## config.mk

```make
export PLATFORM = sky130hd
export DESIGN_NAME = polyaddi_unit
export DESIGN_NICKNAME = d
export VERILOG_FILES = /design/src/rtl/polyaddi_pkg.sv /design/src/rtl/polyaddi_lane.sv /design/src/rtl/polyaddi_core.sv /design/src/rtl/polyaddi_fit.sv /design/src/rtl/polyaddi_unit.sv
export SDC_FILE = /design/constraint.sdc
export NUM_CORES = 1
export LEC_CHECK = 0
export BUFFER_PORTS_ARGS = -buffer_cell sky130_fd_sc_hd__buf_4
export CAP_MARGIN = 20
export CORE_MARGIN = 4
export CORE_UTILIZATION = 37
export DETAILED_ROUTE_END_ITERATION = 10
export HOLD_SLACK_MARGIN = 0.15
export REMOVE_ABC_BUFFERS = 1
export SYNTH_ARGS = -nofsm -noshare
export SYNTH_HDL_FRONTEND = slang
export SYNTH_HIERARCHICAL = 1
export SYNTH_SLANG_ARGS = --single-unit
export TNS_END_PERCENT = 100
```

## constraint.sdc

```tcl
create_clock -name clk_i -period 27 [get_ports clk_i]
set_input_delay 2.7 -clock clk_i [delete_from_list [all_inputs] [get_ports clk_i]]
set_output_delay 2.7 -clock clk_i [all_outputs]
set_load 0.03 [all_outputs]
```

## src/rtl/polyaddi_pkg.sv

```systemverilog
package polyaddi_pkg;

   typedef enum logic [1:0] {
      EW_BYTE   = 2'b00,
      EW_HALF   = 2'b01,
      EW_FULL   = 2'b10,
      EW_DOUBLE = 2'b11
   } ew_code_t;

   localparam int unsigned EW_COUNT = 4;

   // Width in bits chosen by a width code for a given default width.
   function automatic int unsigned ew_bits(logic [1:0] code, int unsigned def_w);
      case (ew_code_t'(code))
         EW_BYTE:   ew_bits = 8;
         EW_HALF:   ew_bits = def_w / 2;
         EW_FULL:   ew_bits = def_w;
         default:   ew_bits = def_w * 2;
      endcase
   endfunction

endpackage

```

## src/rtl/polyaddi_lane.sv

```systemverilog
module polyaddi_lane #(
   parameter int unsigned LANE_W = 8,
   parameter int unsigned IMM_W  = 12,
   parameter int unsigned OUT_W  = 128
) (
   input  logic [OUT_W-1:0] src_i,
   input  logic [IMM_W-1:0] imm_i,
   output logic [OUT_W-1:0] sum_sx_o
);

   logic [LANE_W-1:0] imm_fit;
   logic [LANE_W-1:0] lane_sum;

   if (LANE_W > OUT_W) begin : g_bad_w
      $error("polyaddi_lane: LANE_W exceeds OUT_W");
   end

   // immediate fitted to lane width: truncated or sign-extended
   if (LANE_W <= IMM_W) begin : g_imm_trunc
      assign imm_fit = imm_i[LANE_W-1:0];
   end else begin : g_imm_sext
      assign imm_fit = {{(LANE_W-IMM_W){imm_i[IMM_W-1]}}, imm_i};
   end

   assign lane_sum = src_i[LANE_W-1:0] + imm_fit;

   if (LANE_W == OUT_W) begin : g_full
      assign sum_sx_o = lane_sum;
   end else begin : g_ext
      assign sum_sx_o = {{(OUT_W-LANE_W){lane_sum[LANE_W-1]}}, lane_sum};
   end

endmodule

```

## src/rtl/polyaddi_core.sv

```systemverilog
module polyaddi_core #(
   parameter int unsigned DEF_W = 64,
   parameter int unsigned IMM_W = 12,
   localparam int unsigned OUT_W = 2 * DEF_W
) (
   input  logic [OUT_W-1:0] src_i,
   input  logic [IMM_W-1:0] imm_i,
   input  logic [1:0]       src_ew_i,
   output logic [OUT_W-1:0] sum_sx_o
);

   logic [OUT_W-1:0] lane_sum [polyaddi_pkg::EW_COUNT];

   for (genvar g = 0; g < polyaddi_pkg::EW_COUNT; g++) begin : g_lane
      localparam int unsigned LW = polyaddi_pkg::ew_bits(2'(g), DEF_W);
      polyaddi_lane #(
         .LANE_W (LW),
         .IMM_W  (IMM_W),
         .OUT_W  (OUT_W)
      ) u_lane (
         .src_i    (src_i),
         .imm_i    (imm_i),
         .sum_sx_o (lane_sum[g])
      );
   end

   assign sum_sx_o = lane_sum[src_ew_i];

endmodule

```

## src/rtl/polyaddi_fit.sv

```systemverilog
module polyaddi_fit #(
   parameter int unsigned DEF_W = 64,
   localparam int unsigned OUT_W = 2 * DEF_W
) (
   input  logic [OUT_W-1:0] sum_sx_i,
   input  logic [1:0]       dst_ew_i,
   output logic [OUT_W-1:0] fit_o
);

   logic [OUT_W-1:0] dmask [polyaddi_pkg::EW_COUNT];

   for (genvar g = 0; g < polyaddi_pkg::EW_COUNT; g++) begin : g_mask
      localparam int unsigned LW = polyaddi_pkg::ew_bits(2'(g), DEF_W);
      if (LW == OUT_W) begin : g_all
         assign dmask[g] = '1;
      end else begin : g_part
         assign dmask[g] = {{(OUT_W-LW){1'b0}}, {LW{1'b1}}};
      end
   end

   // sum is already sign-extended to OUT_W, so cutting it to the
   // destination width yields the sign extension at that width
   assign fit_o = sum_sx_i & dmask[dst_ew_i];

endmodule

```

## src/rtl/polyaddi_unit.sv

```systemverilog
module polyaddi_unit #(
   parameter int unsigned DEF_W = 64,
   parameter int unsigned IMM_W = 12,
   localparam int unsigned OUT_W = 2 * DEF_W
) (
   input  logic             clk_i,
   input  logic             rst_i,
   input  logic             op_valid_i,
   input  logic [1:0]       src_ew_i,
   input  logic [1:0]       dst_ew_i,
   input  logic [OUT_W-1:0] src_val_i,
   input  logic [IMM_W-1:0] imm_i,
   output logic             res_valid_o,
   output logic [OUT_W-1:0] res_o
);

   if ((DEF_W % 2) != 0 || DEF_W / 2 < 16) begin : g_bad_def
      $error("polyaddi_unit: DEF_W must be even with DEF_W/2 >= 16");
   end
   if (IMM_W < 2 || IMM_W > DEF_W / 2) begin : g_bad_imm
      $error("polyaddi_unit: IMM_W out of range");
   end

   logic [OUT_W-1:0] sum_sx;
   logic [OUT_W-1:0] fit;

   polyaddi_core #(
      .DEF_W (DEF_W),
      .IMM_W (IMM_W)
   ) u_core (
      .src_i    (src_val_i),
      .imm_i    (imm_i),
      .src_ew_i (src_ew_i),
      .sum_sx_o (sum_sx)
   );

   polyaddi_fit #(
      .DEF_W (DEF_W)
   ) u_fit (
      .sum_sx_i (sum_sx),
      .dst_ew_i (dst_ew_i),
      .fit_o    (fit)
   );

   always_ff @(posedge clk_i) begin
      if (rst_i) begin
         res_valid_o <= 1'b0;
         res_o       <= '0;
      end else begin
         res_valid_o <= op_valid_i;
         if (op_valid_i) begin
            res_o <= fit;
         end
      end
   end

   // ---------------- assertions ----------------
   function automatic logic [OUT_W-1:0] low_mask(int unsigned w);
      if (w >= OUT_W) low_mask = '1;
      else            low_mask = (OUT_W'(1) << w) - OUT_W'(1);
   endfunction

   function automatic logic upper_clear(logic [OUT_W-1:0] r, logic [1:0] dcode);
      upper_clear = ((r & ~low_mask(polyaddi_pkg::ew_bits(dcode, DEF_W))) == '0);
   endfunction

   function automatic logic sign_filled(logic [OUT_W-1:0] r, logic [1:0] scode,
                                        logic [1:0] dcode);
      int unsigned sw;
      int unsigned dw;
      logic [OUT_W-1:0] seg;
      sw = polyaddi_pkg::ew_bits(scode, DEF_W);
      dw = polyaddi_pkg::ew_bits(dcode, DEF_W);
      if (dw <= sw) begin
         sign_filled = 1'b1;
      end else begin
         seg = (r & low_mask(dw)) >> (sw - 1);
         sign_filled = (seg == '0) || (seg == low_mask(dw - sw + 1));
      end
   endfunction


   valid_follow_chk: assert property (@(posedge clk_i) disable iff (rst_i)
      op_valid_i |=> res_valid_o);


   valid_idle_chk: assert property (@(posedge clk_i) disable iff (rst_i)
      !op_valid_i |=> !res_valid_o);


   hold_result_chk: assert property (@(posedge clk_i) disable iff (rst_i)
      !op_valid_i |=> $stable(res_o));


   upper_zero_chk: assert property (@(posedge clk_i) disable iff (rst_i)
      op_valid_i |=> upper_clear(res_o, $past(dst_ew_i)));


   sign_fill_chk: assert property (@(posedge clk_i) disable iff (rst_i)
      op_valid_i |=> sign_filled(res_o, $past(src_ew_i), $past(dst_ew_i)));

endmodule

```

==> results.toml, run 1 <==
[synthesis]
avgSynthCellArea_um2 = 8.014
yosysTopAreaCell = "mux4_2"
ys_async_sr_fraction_pct = 0
synthTopCellsByArea = "mux4_2 11%, ha_1 11%, dfxtp_1 10%, buf_4 8.6%, a21oi_1 6.1%"
yosysWarningCount = 6
synthCells = 3224
ys.flop_type = "dfxtp_1"
post_synth_num_cell_types = 111
synthDominantCellAreaShare_pct = 11.16
netlist_area_mm2 = 0.02584
ys_ff_latch = 129
synth_edf_count = 0
synth_seq_area_share_pct = 9.995

[run_status]
status = "complete, no violations"

[job]
maxCapViolCount = 0

[pwr]
power.leakage_nw = 11.25
comb_power_share_pct = 58.1
power_density_mw_per_mm2 = 43.68
p_switching_mw = 0.5104
p_clk_share_pct = 23.6
internal_power_mw = 0.6432
finalPower_mw = 1.154
p_sw_share_pct = 44.25
ir_worst_vdd_v = 0.00003961
p_seq_share_pct = 18.3

[sta]
period_minus_slack_ns = 8.098
slew_headroom_pct = 25.59
hold_viol_final = 0
rsz0062_at_grt = "no"
fmax_ghz = 0.1235
maxSlewViolCount = 0
fin_hold_ws_ns = 0.4931
setup_viol = 0
worst_pin_slew_ns = 1.116
fin_setup_tns_ns = 0
fin_crit_sh_pct = 29.99
fin_skew_ns = 0

[route]
vias = 23285
firstDrtPassIters = 6
drcViolationCount = 0
drtIter0Drc = 2011
routedWlPerCell_um = 21.49
vias_per_cell = 5.815
ant_nets = 0
routed_wl_um = 86060

[finish]
final_cell_mix = "315 x a21oi_1, 287 x nor2_1, 287 x buf_4, 228 x nand2_1, 228 x ha_1"
n_antenna_cell = 0
areaGrowthSynthToFinish_pct = 2.208
mostFrequentLayoutCell = "a21oi_1"
drive_gt1_share_pct = 17.31
nNetsFinal = 3439
fillCellCount = 7299
fin_util_pct = 38.30

[clocking]
cts.sinks = 129
post_cts_buffers = 0
cts_made_buffers = 17
clock_latency_ns = 0.48
clk_pin_slew_ns = 0.06
ctsResizeCount = 0
hold_buffers = 0
cts_max_level = 4
cts-root-buf = "clkbuf_16"
cts_tree = "built"
cts_buffer_depth = 2

[placed_design]
gp_congestion = 0.9191
dpl.hpwl_um = 66900
portBuffers = 275

[global_routing]
overflow = 0
grt_pass1_vias = 22004
grt_first_pass_wirelength_um = 131900
grt_max_degree = 104
grt_use_total_pct = 22.39
antenna_found_initial = 0

[worst_setup_path]
required_ns = 27.35
cp-end-kind = "flop"
path_class = "input pin to flop"
cp_max_fo = 103
start_kind = "input pin"
arrival_ns = 8.44

[min_path]
hold_class = "flop to flop"

[floorplan]
row_count = 96
die_y_um = 272.3
start_util_pct = 37.48
io_pins = 276
coreArea_mm2 = 0.06895
fp.dieW_um = 272.3
die-area_mm2 = 0.07413
## sequential cells by signal, indices dropped and copies added (netlist names)
signal	cells
res_o	128
res_valid_o	1
## kinds of logic (layout without fill, tap and decap cells)
family,count (synthesis),count (layout),share of synthesized area (%)
simple gates,929,929,17.56
compound gates,911,911,22.93
buf+inv,547,396,14.57
mux,259,259,16.24
fa+ha+maj,232,232,11.35
xor+xnor,217,217,7.356
flops,129,129,9.995
## critical path, cell delays in order
cell and delay (ns):
buf_6 0.65, buf_4 0.36, buf_16 0.34, ha_1 0.40
a21oi_1 0.31, o21ai_0 0.33, a2111oi_0 0.45, o21ai_0 0.26
a22oi_1 0.21, o21ai_1 0.25, a21oi_2 0.39, o21a_2 0.26
o21ai_1 0.12, a21oi_1 0.28, o21ai_1 0.12, mux4_2 0.46
and3_1 0.19, mux2i_1 0.12, nor2_1 0.05
## per-layer routing
metal	up-vias	wire length [um]	track usage, %
li1	11291	-	-
met1	11092	39740	31.04
met2	806	39400	36.30
met3	96	4837	3.110
met4	0	2082	6.562
met5	-	0	0
## layout make-up
| class | count | area (um^2) | share of cell area (%) |
|---|---|---|---|
| clock inverter | 13 | 198.9 | 0.7533 |
| inverter | 73 | 274.0 | 1.038 |
| sequential | 129 | 2582 | 9.779 |
| timing repair buffer | 291 | 2218 | 8.400 |
| multi-input combinational | 2548 | 19530 | 73.94 |
| tap | 931 | 1165 | 4.411 |
| clock buffer | 19 | 442.9 | 1.677 |
## synth_stat cells (18+ instances only)
cell type  instances
a21boi_0          18
a21o_1            89
a21oi_1          315
a31oi_1           24
and2_1            43
and3_1            77
buf_12            21
buf_2             46
buf_4            295
buf_6             19
clkbuf_1          86
dfxtp_1          129
ha_1             228
inv_1             73
mux2i_1          130
mux4_2           128
nand2_1          228
nand3_1           36
nand4_1          104
nor2_1           287
nor3_1            40
o21a_1            60
o21ai_0          160
o21ai_1           19
o21bai_1          66
xnor2_1          140
xor2_1            77
## through the flow
stage,worst slack [ns],area [um^2],std cells
final,18.90,26410,4004
after global routing,18.52,26410,4004
after CTS,18.75,26380,4003
after detailed placement,18.24,25740,3971
after global placement,18.33,25740,3971
after floorplan,17.34,22350,2750
## power groups by stage
stage | Combinational [mW] | Clock [mW] | Sequential, mW
finish | 0.670 | 0.273 | 0.211
global route | 0.722 | 0.287 | 0.213
CTS | 0.662 | 0.284 | 0.211
detailed placement | 0.658 | 0 | 0.215
global placement | 0.659 | 0 | 0.215
floorplan | 0.428 | 0 | 0.239
## path summary, 6_finish.rpt
check                           from                      end  slack (ns)  cells after the start
min           res_o[63]$_SDFFE_PP0P_   res_o[63]$_SDFFE_PP0P_        0.49                      2
min reg2reg   res_o[63]$_SDFFE_PP0P_   res_o[63]$_SDFFE_PP0P_        0.49                      2
max reg2reg  res_o[101]$_SDFFE_PP0P_  res_o[101]$_SDFFE_PP0P_       26.29                      2
max                        imm_i[11]  res_o[127]$_SDFFE_PP0P_       18.90                     19
(Power assumes the default switching activity.)
==> run 2, diff against run 1 <==
Clock period 27 ns to 6.9 ns, I/O delays scaled along.
==> run 2 against run 1 <==
Sequential power rose to 3.9 times the previous value. Wire length up 0.42%. Design area down 0.13%. Via count up 0.25%. Largest power group unchanged.
==> results.toml, run 2 (synthesized netlist as in run 1, its figures left out) <==
[placed_design]
dpl.hpwl_um = 67710
pre_cts_slack_ns = 1.474
gp_congestion = 0.9296
post_dp_cell_area_mm2 = 0.02578
portBuffers = 275
dp.cells = 3973

[sta]
fin_crit_sh_pct = 73.11
setup_viol = 0
period_minus_slack_ns = 5.044
fmax_ghz = 0.1982
hold_viol_final = 0
slew_headroom_pct = 33.72
rsz0062_at_grt = "no"
fin_skew_ns = 0
fin_hold_ws_ns = 0.4934
fin_setup_tns_ns = 0
worst_pin_slew_ns = 0.9941
setup_ws_ns = 1.856
maxSlewViolCount = 0

[global_routing]
grt_pass1_vias = 22033
antenna_found_initial = 0
grt_max_degree = 98
grt_first_pass_wirelength_um = 131900
grt_use_total_pct = 22.42
overflow = 0

[min_path]
hold_class = "flop to flop"

[floorplan]
fp.dieW_um = 272.3
io_pins = 276
die_y_um = 272.3
coreArea_mm2 = 0.06895
start_util_pct = 37.48
die-area_mm2 = 0.07413
row_count = 96

[clocking]
ctsResizeCount = 0
clk_pin_slew_ns = 0.06
cts_tree = "built"
cts_max_level = 4
cts_made_buffers = 17
post_cts_buffers = 0
clock_latency_ns = 0.48
hold_buffers = 0
cts-root-buf = "clkbuf_16"
cts.sinks = 129
cts_buffer_depth = 2

[pwr]
ir_worst_vdd_v = 0.0001630
internal_power_mw = 2.427
finalPower_mw = 4.423
p_seq_share_pct = 18.7
p_sw_share_pct = 45.12
power_density_mw_per_mm2 = 167.7
p_clk_share_pct = 21.7
comb_power_share_pct = 59.6
p_switching_mw = 1.996
power.leakage_nw = 11.24

[finish]
largest_reg_flops = 128
drive_gt1_share_pct = 17.37
fin_cells = 4006
regMostFlops = "res_o"
final_cell_mix = "315 x a21oi_1, 287 x nor2_1, 287 x buf_4, 228 x nand2_1, 228 x ha_1"
n_antenna_cell = 0
final_area_mm2 = 0.02637
nNetsFinal = 3441
mostFrequentLayoutCell = "a21oi_1"
fillCellCount = 7364
reg.largest.list = "res_o x128, res_valid_o x1"
areaGrowthSynthToFinish_pct = 2.072
fin_util_pct = 38.25

[worst_setup_path]
required_ns = 7.24
path_class = "input pin to flop"
cp_max_fo = 83
cp-end-kind = "flop"
arrival_ns = 5.38
start_kind = "input pin"

[route]
routedWlPerCell_um = 21.57
vias = 23343
routed_wl_um = 86420
drcViolationCount = 0
vias_per_cell = 5.827
firstDrtPassIters = 5
drtIter0Drc = 2135
ant_nets = 0

[run_status]
status = "complete, no violations"

[job]
maxCapViolCount = 0
==> run 2: layer usage <==
| metal | GRT usage [%] | up-vias | share of wire [%] |
|---|---|---|---|
| met5 | 0 | - | 0 |
| met3 | 3.057 | 108 | 5.2 |
| li1 | - | 11297 | - |
| met2 | 36.33 | 738 | 46 |
| met4 | 6.222 | 0 | 2.4 |
| met1 | 31.26 | 11200 | 46 |
==> run 2: cell type report <==
cell class                      count  area, um^2  share of cell area [%]
Clock inverter                     11       103.9                  0.3938
Sequential cell                   129        2582                   9.792
Timing Repair Buffer              293        2251                   8.535
Clock buffer                       21       470.5                   1.784
Inverter                           73       274.0                   1.039
Multi-Input combinational cell   2548       19530                   74.04
Tap cell                          931        1165                   4.417
==> run 2: worst max-delay path, stage by stage <==
cell and delay, ns:
buf_6 0.50, ha_1 0.45, nand4_1 0.25, nor3_1 0.28, nand2_1 0.08, a21oi_1 0.34, o2111ai_1 0.16, nand2_1 0.17
a31oi_1 0.25, o41ai_2 0.58, a31oi_1 0.31, o21bai_1 0.27, xor2_1 0.11, mux4_2 0.46, and3_1 0.20, mux2i_1 0.13
nor2_1 0.05
==> run 2: power by group through the flow <==
stage / Combinational (mW) / Clock, mW / Sequential, mW
after floorplan: 1.67 / 0 / 0.936
after global placement: 2.59 / 0 / 0.843
after detailed placement: 2.59 / 0 / 0.843
after CTS: 2.61 / 0.995 / 0.827
after global routing: 2.84 / 1.02 / 0.833
final: 2.64 / 0.961 / 0.826
==> run 2: worst paths after layout <==
path / slack (ns) / to / from / depth (start not counted)
max reg2reg: 6.16 / res_o[101]$_SDFFE_PP0P_ / res_o[101]$_SDFFE_PP0P_ / 2
min: 0.49 / res_o[57]$_SDFFE_PP0P_ / res_o[57]$_SDFFE_PP0P_ / 2
min reg2reg: 0.49 / res_o[57]$_SDFFE_PP0P_ / res_o[57]$_SDFFE_PP0P_ / 2
max: 1.86 / res_o[119]$_SDFFE_PP0P_ / imm_i[11] / 17
==> run 3, diff against run 2 <==
Clock period 6.9 ns to 4.85 ns, I/O delays scaled along.
==> run 3 against run 2 <==
Power grew 48%. Critical path depth grew 3. Final cell count up 5.3%. Design area is 6.5% higher. Clock skew is the same. Sequential cell count unchanged. Largest cell class unchanged.
==> results.toml, run 3 (synthesized netlist as in run 1, its figures left out) <==
[clocking]
hold_buffers = 0
cts_buffer_depth = 2
cts.sinks = 129
cts_tree = "built"
clock_latency_ns = 0.47
post_cts_buffers = 0
ctsResizeCount = 0
clk_pin_slew_ns = 0.07
cts_made_buffers = 17
cts_max_level = 4
cts-root-buf = "clkbuf_16"

[finish]
nNetsFinal = 3652
final_area_mm2 = 0.02808
drive_gt1_share_pct = 22.65
multi_input_area_mm2 = 0.01953
areaGrowthSynthToFinish_pct = 8.658
final_cell_mix = "491 x buf_4, 315 x a21oi_1, 287 x nor2_1, 228 x nand2_1, 228 x ha_1"
mostFrequentLayoutCell = "buf_4"
reg.largest.list = "res_o x128, res_valid_o x1"
largest_reg_flops = 128
fillCellCount = 7272
final-seq-area_mm2 = 0.002582
regMostFlops = "res_o"

[placed_design]
dpl.hpwl_um = 69920
portBuffers = 275
post_dp_cell_area_mm2 = 0.02747
gp_congestion = 0.9537

[sta]
setup_viol = 0
slew_headroom_pct = 39.56
worst_pin_slew_ns = 0.9066
fin_crit_sh_pct = 91.36
hold_viol_final = 0
maxSlewViolCount = 0
fin_skew_ns = 0
period_minus_slack_ns = 4.431
fmax_ghz = 0.2257
rsz0062_at_grt = "no"

[worst_setup_path]
worst_path_max_delay_cell = "mux4_2"
cp-end-kind = "flop"
cp_max_fo = 4
required_ns = 5.21
ff2ff_path_depth = 2
arrival_ns = 4.79
reg2reg_to = "res_o[84]$_SDFFE_PP0P_"
crit_path_max_incr_delay_ns = 0.46
start_kind = "input pin"
path_cells = "buf_4, ha_1, fa_1, a21o_1, a221oi_2, buf_4, a21oi_2, o21ai_1, a211oi_2, buf_4, o211a_1, o211ai_1, nand2b_1, a31oi_1, o31ai_1, xor2_1, mux4_2, and3_1, mux2i_1, nor2_1"
reg2reg_slack_ns = 4.15
reg2reg_from = "res_o[84]$_SDFFE_PP0P_"
cpMostUsedCell = "buf_4"
path_class = "input pin to flop"

[min_path]
hold_class = "flop to flop"
hold_start = "res_o[13]$_SDFFE_PP0P_"
holdPathEnd = "res_o[13]$_SDFFE_PP0P_"
hold_depth = 2

[route]
vias_per_cell = 5.684
ant_nets = 0
drcViolationCount = 0
firstDrtPassIters = 5
routed_wl_um = 86980
vias = 23982
drtIter0Drc = 1938
routedWlPerCell_um = 20.62

[global_routing]
antenna_found_initial = 3
grt_first_pass_wirelength_um = 134800
overflow = 0
grt_pass1_vias = 22896
grt_use_total_pct = 22.81
grt_max_degree = 122

[floorplan]
start_util_pct = 37.48
die_y_um = 272.3
io_pins = 276
row_count = 96
fp.dieW_um = 272.3
die-area_mm2 = 0.07413
coreArea_mm2 = 0.06895

[pwr]
ir_worst_vdd_v = 0.0002092
finalPower_mw = 6.562
power_density_mw_per_mm2 = 233.7
power.leakage_nw = 12.28

[run_status]
status = "complete, no violations"

[job]
maxCapViolCount = 0
## run 3: changes by cell type in the layout (fill, tap and decap cells not counted), sizes merged
cell    previous run  this run
buf              292       503
bufinv             1         2
clkinv             6         3
diode              0         3
inv               75        76
## run 3: area by class of cell
class	count	share of cell area, %
clock inverter	10	0.4501
sequential	129	9.198
inverter	73	0.9760
timing repair buffer	504	13.97
tap	931	4.149
antenna	3	0.02674
clock buffer	21	1.676
multi-input combinational	2548	69.55
## run 3: power breakdown
group          switching (mW)  internal (mW)
clock                   0.608          0.801
sequential             0.0428           1.13
combinational            2.22           1.76
total                    2.87           3.69
## run 3: layer usage
metal,share of wire [%],vias up,GRT usage [%],wire [um]
li1,-,11729,-,-
met1,46,11412,31.49,39740
met2,46,743,37.12,40290
met3,5.8,98,3.427,5041
met4,2.2,0,6.263,1914
met5,0,-,0,0
## run 3: how the worst max path moves through the flow
stage	start	to
after CTS	imm_i[0]	res_o[100]$_SDFFE_PP0P_
after detailed placement	imm_i[0]	res_o[100]$_SDFFE_PP0P_
after global routing	imm_i[0]	res_o[100]$_SDFFE_PP0P_
after floorplan	imm_i[7]	res_o[100]$_SDFFE_PP0P_
after global placement	imm_i[0]	res_o[124]$_SDFFE_PP0P_
final	imm_i[0]	res_o[100]$_SDFFE_PP0P_
## run 3: metrics by stage
step           TNS, ns  util, %  std cells  hold slack [ns]  setup slack [ns]
4_1_cts              0    40.71       4216           0.4871            0.5635
3_3_place_gp         0    39.84       4185           0.4764           0.08252
6_report             0    40.72       4219           0.4933            0.4191
2_1_floorplan  -265.89        -       2750           0.5566            -2.594
3_5_place_dp         0    39.84       4185           0.4839           0.05261
5_1_grt              0    40.71       4217           0.5255            0.2793
## run 3: worst max-delay path, delay by kind of cell
family                   cells  cell delay [ns]
multiplexers                 2             0.59
AO/OA/AOI/OAI                9             2.08
adder cells (fa/ha/maj)      2             0.64
XOR/XNOR                     1             0.15
buffers and inverters        3             0.47
AND/OR/NAND/NOR              3             0.38
